File: config.mk
export PLATFORM = sky130hd
export DESIGN_NAME = acc_alu
export DESIGN_NICKNAME = d
export VERILOG_FILES = /design/src/rtl/acc_alu_pkg.sv /design/src/rtl/acc_alu_logic.sv /design/src/rtl/acc_alu_mul.sv /design/src/rtl/acc_alu.sv
export SDC_FILE = /design/constraint.sdc
export NUM_CORES = 1
export LEC_CHECK = 0
export BUFFER_PORTS_ARGS = -buffer_cell sky130_fd_sc_hd__buf_2
export CORE_MARGIN = 5
export CORE_UTILIZATION = 31
export DETAILED_ROUTE_END_ITERATION = 7
export SYNTH_ARGS = -nofsm -noshare
export SYNTH_HDL_FRONTEND = slang
export SYNTH_HIERARCHICAL = 1
export SYNTH_SLANG_ARGS = --single-unit
File: constraint.sdc
create_clock -name clk -period 4.2 [get_ports clk]
set_input_delay 0.42 -clock clk [delete_from_list [all_inputs] [get_ports clk]]
set_output_delay 0.42 -clock clk [all_outputs]
set_load 0.01 [all_outputs]
File: src/rtl/acc_alu_pkg.sv
// Package: operation codes and the flag-update bundle shared by the ALU parts.
// Assumes: codes 10..15 are unused and must produce no writes.
package acc_alu_pkg;

    typedef enum logic [3:0] {
        OP_MUL  = 4'd0,
        OP_SUBB = 4'd1,
        OP_RL   = 4'd2,
        OP_RLC  = 4'd3,
        OP_RR   = 4'd4,
        OP_RRC  = 4'd5,
        OP_SWAP = 4'd6,
        OP_XCHD = 4'd7,
        OP_OR   = 4'd8,
        OP_XOR  = 4'd9
    } acc_op_e;

    typedef struct packed {
        logic cy_we;
        logic cy;
        logic ac_we;
        logic ac;
        logic ov_we;
        logic ov;
    } flag_upd_t;

endpackage

File: src/rtl/acc_alu_logic.sv
// Module: single-cycle operations (subtract with borrow, rotates, swap,
// digit exchange, OR, XOR). Purely combinational.
// Assumes: the caller gates 'valid' so that enables rise only on accepted issues.
module acc_alu_logic
    import acc_alu_pkg::*;
#(
    parameter int unsigned DW = 8
) (
    input  logic          valid,
    input  acc_op_e       op,
    input  logic [DW-1:0] a,
    input  logic [DW-1:0] b,
    input  logic          c,
    output logic          acc_we,
    output logic [DW-1:0] acc_o,
    output logic          opnd_we,
    output logic [DW-1:0] opnd_o,
    output flag_upd_t     flags
);
    localparam int unsigned NIB = DW / 2;

    logic [DW:0]    diff_full;
    logic [NIB:0]   diff_nib;
    logic [DW-1:0]  diff_low;

    // Borrow chains: full width, low nibble, all bits below the top one.
    always_comb begin
        diff_full = {1'b0, a} - {1'b0, b} - {{DW{1'b0}}, c};
        diff_nib  = {1'b0, a[NIB-1:0]} - {1'b0, b[NIB-1:0]} - {{NIB{1'b0}}, c};
        diff_low  = {1'b0, a[DW-2:0]} - {1'b0, b[DW-2:0]} - {{(DW-1){1'b0}}, c};
    end

    // Per-operation result and enable selection.
    always_comb begin
        acc_we  = 1'b0;
        acc_o   = '0;
        opnd_we = 1'b0;
        opnd_o  = '0;
        flags   = '0;
        if (valid) begin
            case (op)
                OP_SUBB: begin
                    acc_we      = 1'b1;
                    acc_o       = diff_full[DW-1:0];
                    flags.cy_we = 1'b1;
                    flags.cy    = diff_full[DW];
                    flags.ac_we = 1'b1;
                    flags.ac    = diff_nib[NIB];
                    flags.ov_we = 1'b1;
                    flags.ov    = diff_full[DW] ^ diff_low[DW-1];
                end
                OP_RL: begin
                    acc_we = 1'b1;
                    acc_o  = {a[DW-2:0], a[DW-1]};
                end
                OP_RLC: begin
                    acc_we      = 1'b1;
                    acc_o       = {a[DW-2:0], c};
                    flags.cy_we = 1'b1;
                    flags.cy    = a[DW-1];
                end
                OP_RR: begin
                    acc_we = 1'b1;
                    acc_o  = {a[0], a[DW-1:1]};
                end
                OP_RRC: begin
                    acc_we      = 1'b1;
                    acc_o       = {c, a[DW-1:1]};
                    flags.cy_we = 1'b1;
                    flags.cy    = a[0];
                end
                OP_SWAP: begin
                    acc_we = 1'b1;
                    acc_o  = {a[NIB-1:0], a[DW-1:NIB]};
                end
                OP_XCHD: begin
                    acc_we  = 1'b1;
                    acc_o   = {a[DW-1:NIB], b[NIB-1:0]};
                    opnd_we = 1'b1;
                    opnd_o  = {b[DW-1:NIB], a[NIB-1:0]};
                end
                OP_OR: begin
                    acc_we = 1'b1;
                    acc_o  = a | b;
                end
                OP_XOR: begin
                    acc_we = 1'b1;
                    acc_o  = a ^ b;
                end
                default: ;
            endcase
        end
    end

endmodule

File: src/rtl/acc_alu_mul.sv
// Module: multi-cycle unsigned multiplier built from shift-and-add steps.
// The issue edge performs the first step. MUL_CYCLES-1 steps of BPS bits
// each cover the multiplier. The final cycle presents the product.
// Assumes: 'go' is raised only while 'idle' is high; MUL_CYCLES >= 2.
module acc_alu_mul #(
    parameter int unsigned DW         = 8,
    parameter int unsigned MUL_CYCLES = 4
) (
    input  logic            clk,
    input  logic            rst_n,
    input  logic            go,
    input  logic [DW-1:0]   a,
    input  logic [DW-1:0]   b,
    output logic            idle,
    output logic            busy,
    output logic            done,
    output logic [2*DW-1:0] prod
);
    localparam int unsigned STEPS = MUL_CYCLES - 1;
    localparam int unsigned BPS   = (DW + STEPS - 1) / STEPS;
    localparam int unsigned BW    = STEPS * BPS;
    localparam int unsigned PW    = $clog2(MUL_CYCLES);
    localparam logic [PW-1:0] LAST = PW'(STEPS);

    logic [PW-1:0]   ph_r;
    logic [2*DW-1:0] a_sh_r;
    logic [BW-1:0]   b_sh_r;
    logic [2*DW-1:0] prod_r;
    logic [2*DW-1:0] cur_a;
    logic [BW-1:0]   cur_b;
    logic [2*DW-1:0] pp_term [BPS];
    logic [2*DW-1:0] pp_sum;
    logic            step;

    // Sequencer status decoded from the phase counter.
    assign idle = (ph_r == '0);
    assign done = (ph_r == LAST);
    assign busy = go || (!idle && !done);
    assign step = go || (!idle && !done);
    assign prod = prod_r;

    // Operand selection: live inputs on the issue step, shifted copies afterwards.
    assign cur_a = idle ? {{DW{1'b0}}, a} : a_sh_r;
    assign cur_b = idle ? {{(BW-DW){1'b0}}, b} : b_sh_r;

    // One gated partial product per multiplier bit of the current step.
    for (genvar i = 0; i < BPS; i++) begin : g_pp
        assign pp_term[i] = cur_b[i] ? (cur_a << i) : '0;
    end

    // Sum of this step's partial products.
    always_comb begin
        pp_sum = '0;
        for (int i = 0; i < BPS; i++) pp_sum = pp_sum + pp_term[i];
    end

    // Phase counter and shift-add state update.
    always_ff @(posedge clk) begin
        if (!rst_n) begin
            ph_r   <= '0;
            a_sh_r <= '0;
            b_sh_r <= '0;
            prod_r <= '0;
        end else if (step) begin
            ph_r   <= ph_r + 1'b1;
            a_sh_r <= cur_a << BPS;
            b_sh_r <= cur_b >> BPS;
            prod_r <= (idle ? '0 : prod_r) + pp_sum;
        end else if (done) begin
            ph_r <= '0;
        end
    end

endmodule

File: src/rtl/acc_alu.sv
// Module: accumulator ALU top. Accepts an issue only while the multiplier is
// idle. It routes a finished product or a single-cycle result to the outputs,
// and drives every value output to zero while its enable is low.
// Assumes: the operand byte is already fetched when start is high.
module acc_alu
    import acc_alu_pkg::*;
#(
    parameter int unsigned DW         = 8,
    parameter int unsigned MUL_CYCLES = 4
) (
    input  logic          clk,
    input  logic          rst_n,
    input  logic          start,
    input  logic [3:0]    op,
    input  logic [DW-1:0] acc_in,
    input  logic [DW-1:0] opnd_in,
    input  logic          cy_in,
    output logic          busy,
    output logic          acc_we,
    output logic [DW-1:0] acc_out,
    output logic          opnd_we,
    output logic [DW-1:0] opnd_out,
    output logic          cy_we,
    output logic          cy_out,
    output logic          ac_we,
    output logic          ac_out,
    output logic          ov_we,
    output logic          ov_out
);
    acc_op_e         op_e;
    logic            mul_idle;
    logic            mul_busy;
    logic            mul_done;
    logic            accept;
    logic            mul_go;
    logic [2*DW-1:0] mul_prod;
    logic            lg_acc_we;
    logic [DW-1:0]   lg_acc;
    logic            lg_opnd_we;
    logic [DW-1:0]   lg_opnd;
    flag_upd_t       lg_flags;

    // Issue acceptance: only when no multiply holds the unit.
    assign op_e   = acc_op_e'(op);
    assign accept = start && mul_idle;
    assign mul_go = accept && (op_e == OP_MUL);

    acc_alu_mul #(.DW(DW), .MUL_CYCLES(MUL_CYCLES)) u_mul (
        .clk   (clk),
        .rst_n (rst_n),
        .go    (mul_go),
        .a     (acc_in),
        .b     (opnd_in),
        .idle  (mul_idle),
        .busy  (mul_busy),
        .done  (mul_done),
        .prod  (mul_prod)
    );

    acc_alu_logic #(.DW(DW)) u_logic (
        .valid   (accept && !mul_go),
        .op      (op_e),
        .a       (acc_in),
        .b       (opnd_in),
        .c       (cy_in),
        .acc_we  (lg_acc_we),
        .acc_o   (lg_acc),
        .opnd_we (lg_opnd_we),
        .opnd_o  (lg_opnd),
        .flags   (lg_flags)
    );

    assign busy = mul_busy;

    // Output routing: finished product, otherwise single-cycle result.
    always_comb begin
        if (mul_done) begin
            acc_we   = 1'b1;
            acc_out  = mul_prod[DW-1:0];
            opnd_we  = 1'b1;
            opnd_out = mul_prod[2*DW-1:DW];
            cy_we    = 1'b1;
            cy_out   = 1'b0;
            ac_we    = 1'b0;
            ac_out   = 1'b0;
            ov_we    = 1'b1;
            ov_out   = |mul_prod[2*DW-1:DW];
        end else begin
            acc_we   = lg_acc_we;
            acc_out  = lg_acc;
            opnd_we  = lg_opnd_we;
            opnd_out = lg_opnd;
            cy_we    = lg_flags.cy_we;
            cy_out   = lg_flags.cy;
            ac_we    = lg_flags.ac_we;
            ac_out   = lg_flags.ac;
            ov_we    = lg_flags.ov_we;
            ov_out   = lg_flags.ov;
        end
    end

endmodule

==> results_dict.tcl <==
set metrics [dict create \
    io_buffers 48 \
    vias 4532 \
    dieArea_um2 18660 \
    firstDrtPassIters 5 \
    tns_ps 0 \
    grt_setup_unrepaired "no" \
    sequentialPowerShare_pct 19.6 \
    p_clk_share_pct 17.6 \
    cts-root-buf "clkbuf_16" \
    min_to "u_mul/b_sh_r[4]" \
    grt_pass1_vias 4394 \
    crit_arrival_ps 4210 \
    setup.worst_path.end_class "flip-flop" \
    ys_ff_latch 36 \
    cts_max_level 2 \
    ys_warn_count 6 \
    numClockSinks 36 \
    yosys.area_share.adder_pct 22.16 \
    antenna_found_initial 0 \
    fin_crit_ps 3978 \
    grt-ovfl-total 0 \
    synth_edf_count 0 \
    power.internal_uw 1327 \
    postRouteAntennaNets 0 \
    syn_to_final_growth_pct 13.29 \
    clk_path_buf_depth 2 \
    wl_um 14690 \
    ys.flop_type "dfxtp_1" \
    final_area_um2 5630 \
    final_core_util_pct 35.57 \
    r2r-start "u_mul/ph_r[0]" \
    synth_xor_area_share_pct 2.920 \
    switching_power_uw 1204 \
    place_hpwl_um 11290 \
    p_leak_uw 0.002765 \
    io_pins 49 \
    status "complete, no violations" \
    worstSkewPairLatency_ps 290 \
    hp-start "opnd_in[7]" \
    vias_per_cell 5.064 \
    fin_cells 895 \
    synth_top_family_by_area "simple AND/OR/NAND/NOR gates" \
    worst_pin_slew_ps 742.0 \
    num_rows 46 \
    ys_seq_area_share_pct 14.50 \
    r2r_slack_ps 220 \
    max-cap-violations 0 \
    syn_area_um2 4970 \
    hold_path_class "in -> reg" \
    fill_cells 1687 \
    drc 0 \
    synth-simple-area-share_pct 25.30 \
    nNetsFinal 772 \
    syn-num-nets 733 \
    vdd_drop_max_v 0.0002521 \
    core_area_um2 15830 \
    swShare_pct 47.56 \
    grtUsageTotal_pct 16.02 \
    hold_depth 3 \
    die_y_um 136.6 \
    synth.distinct_cells 70 \
    dp.cells 886 \
    cp-start-kind "flip-flop" \
    hold_buffers 0 \
    worstSetupPathType "reg -> reg" \
    hold_violations 0 \
    drt_iter0_drc 350 \
    cp.required_ps 4440 \
    wire_per_inst_um 16.41 \
    clk_pin_slew_ps 70 \
    synth-compound-area-share_pct 17.35 \
    chipWidth_um 136.6 \
    relSlewSlack_pct 50.53 \
    drive_above_1_share_pct 15.46 \
    cts_buffers 5 \
    crit_start "u_mul/ph_r[0]" \
    post_dp_cell_area_um2 5438 \
    slew_viol_final 0 \
    grt_max_degree 45 \
    period_share_pct 94.72 \
    antenna_cells 0 \
    synthArstFlopShare_pct 0 \
    postSynthCellCount 639 \
    ff2ff_path_depth 17 \
    grt_pass1_wl_um 23880 \
    p_per_area_nw_per_um2 449.5 \
    max_freq_ghz 0.2514 \
    rr_endpoint "u_mul/prod[8]" \
    avgSynthCellArea_um2 7.777 \
    setup_viol 0 \
    skew_ps 11.26 \
    synth.area.mux_share_pct 7.931 \
    initial_core_util_pct 31.40 \
    combPwrFrac_pct 62.8 \
    cp_max_fo 28 \
    gp_congestion 0.8440 \
    tritoncts "done" \
]
[area by class of cell]
| cell class | instances | area, µm² | area share (%) |
|---|---|---|---|
| Sequential cell | 36 | 720.7 | 12.80 |
| Inverter | 87 | 326.6 | 5.800 |
| Multi-Input combinational cell | 485 | 3776 | 67.07 |
| Clock buffer | 5 | 125.1 | 2.222 |
| Tap cell | 216 | 270.3 | 4.800 |
| Clock inverter | 3 | 46.29 | 0.8222 |
| Timing Repair Buffer | 63 | 365.4 | 6.489 |
[sequential cells by signal (all words and copies together) (netlist names)]
| register | flops |
|---|---|
| u_mul/ph_r | 2 |
| u_mul/a_sh_r | 13 |
| u_mul/b_sh_r | 5 |
| u_mul/prod | 16 |
[worst max path at each step]
stage | to | slack (ps) | cells after the start
after detailed placement | u_mul/prod[9] | 200 | 15
after floorplan | u_mul/prod[8] | 290 | 19
after global routing | u_mul/prod[13] | 7 | 17
after CTS | u_mul/prod[12] | 180 | 16
after global placement | u_mul/prod[8] | 260 | 16
final | u_mul/prod[8] | 220 | 17
[cells in the mapped netlist, drive strengths merged, types with 2 or more instances]
cell type / instances / area share [%]
mux2: 16 / 4.5
xnor2: 9 / 1.6
nand2: 65 / 4.9
a21oi: 29 / 3.0
dfxtp: 36 / 15
nor2: 46 / 3.5
ha: 40 / 10
buf: 15 / 2.1
mux2i: 15 / 3.0
nor4: 3 / 0.38
fa: 30 / 12
o211a: 8 / 1.6
nor3b: 4 / 0.60
o21ai: 28 / 2.8
and3: 16 / 2.0
o22ai: 4 / 0.50
nand2b: 14 / 1.8
inv: 86 / 6.5
nand3: 24 / 2.4
and2: 13 / 1.6
a21o: 8 / 1.2
nor4b: 2 / 0.65
or2: 6 / 0.76
a21boi: 11 / 1.7
nor3: 4 / 0.40
a31oi: 5 / 0.63
o21a: 6 / 0.91
nand3b: 5 / 0.76
clkbuf: 16 / 1.2
o211ai: 7 / 1.2
a2bb2oi: 3 / 0.53
nand4: 2 / 0.38
or3: 4 / 0.50
xor2: 5 / 0.88
a222oi: 2 / 0.40
nor2b: 27 / 3.5
a211oi: 5 / 0.86
[per-layer routing]
layer	wire length (µm)	vias up	global-route usage, %
li1	-	2220	-
met1	6945	2189	22.94
met2	6899	111	26.29
met3	729	12	1.875
met4	114	0	2.632
met5	0	-	0
[power groups by stage]
| stage | registers (µW) | logic, µW | clock network, µW |
|---|---|---|---|
| finish | 496 | 1590 | 445 |
| global route | 508 | 1800 | 465 |
| detailed placement | 503 | 1560 | 0 |
| floorplan | 474 | 1150 | 0 |
| global placement | 504 | 1540 | 0 |
| CTS | 496 | 1570 | 448 |
[stage by stage]
| step | hold slack, ps | setup WS (ps) | total power [µW] |
|---|---|---|---|
| floorplan | 440.3 | 287.4 | 1620 |
| global placement | 452.3 | 263.8 | 2048 |
| detailed placement | 457.0 | 202.8 | 2058 |
| CTS | 460.7 | 180.6 | 2509 |
| global route | 492.1 | 6.896 | 2769 |
| finish | 462.4 | 221.6 | 2531 |
[worst max-delay path, stage by stage, from the launching register on]
cell	delay, ps
dfxtp_1	330
inv_1	100
ha_1	200
buf_12	190
mux2i_1	200
buf_4	200
nor2_1	70
fa_1	490
inv_1	50
fa_1	530
inv_1	40
ha_1	340
nor2b_4	150
o21a_1	210
o21a_1	190
o21a_1	180
or3_1	350
nand3_1	80
[cells in the final DEF, fill, tap and decap left out, types with 9 or more instances in the layout]
cell and n:
a21boi_0 11, a21oi_1 27, and2_1 13, and3_1 16
buf_2 48, buf_4 14, dfxtp_1 36, fa_1 30
ha_1 39, inv_1 86, mux2_4 11, mux2i_1 13
nand2_1 65, nand2b_1 14, nand3_1 24, nor2_1 45
nor2b_1 26, o21ai_0 26, xnor2_1 9
[logic make-up (layout without fill, tap and decap cells)]
logic type                 after synthesis  count (layout)
and+or+nand+nor                        241             241
AOI/OAI and AO/OA                      127             127
buffers and inverters                  118             158
adders and majority gates               70              70
DFF                                     36              36
muxes                                   32              32
xor gates and xnor gates                15              15
[what timing repair did]
action                                  in CTS  in global routing
endpoints found under the setup margin       0                  6
gates resized for setup                      0                  4
buffers inserted                             0                  1
Note: power is estimated with default switching activity, not from simulation.
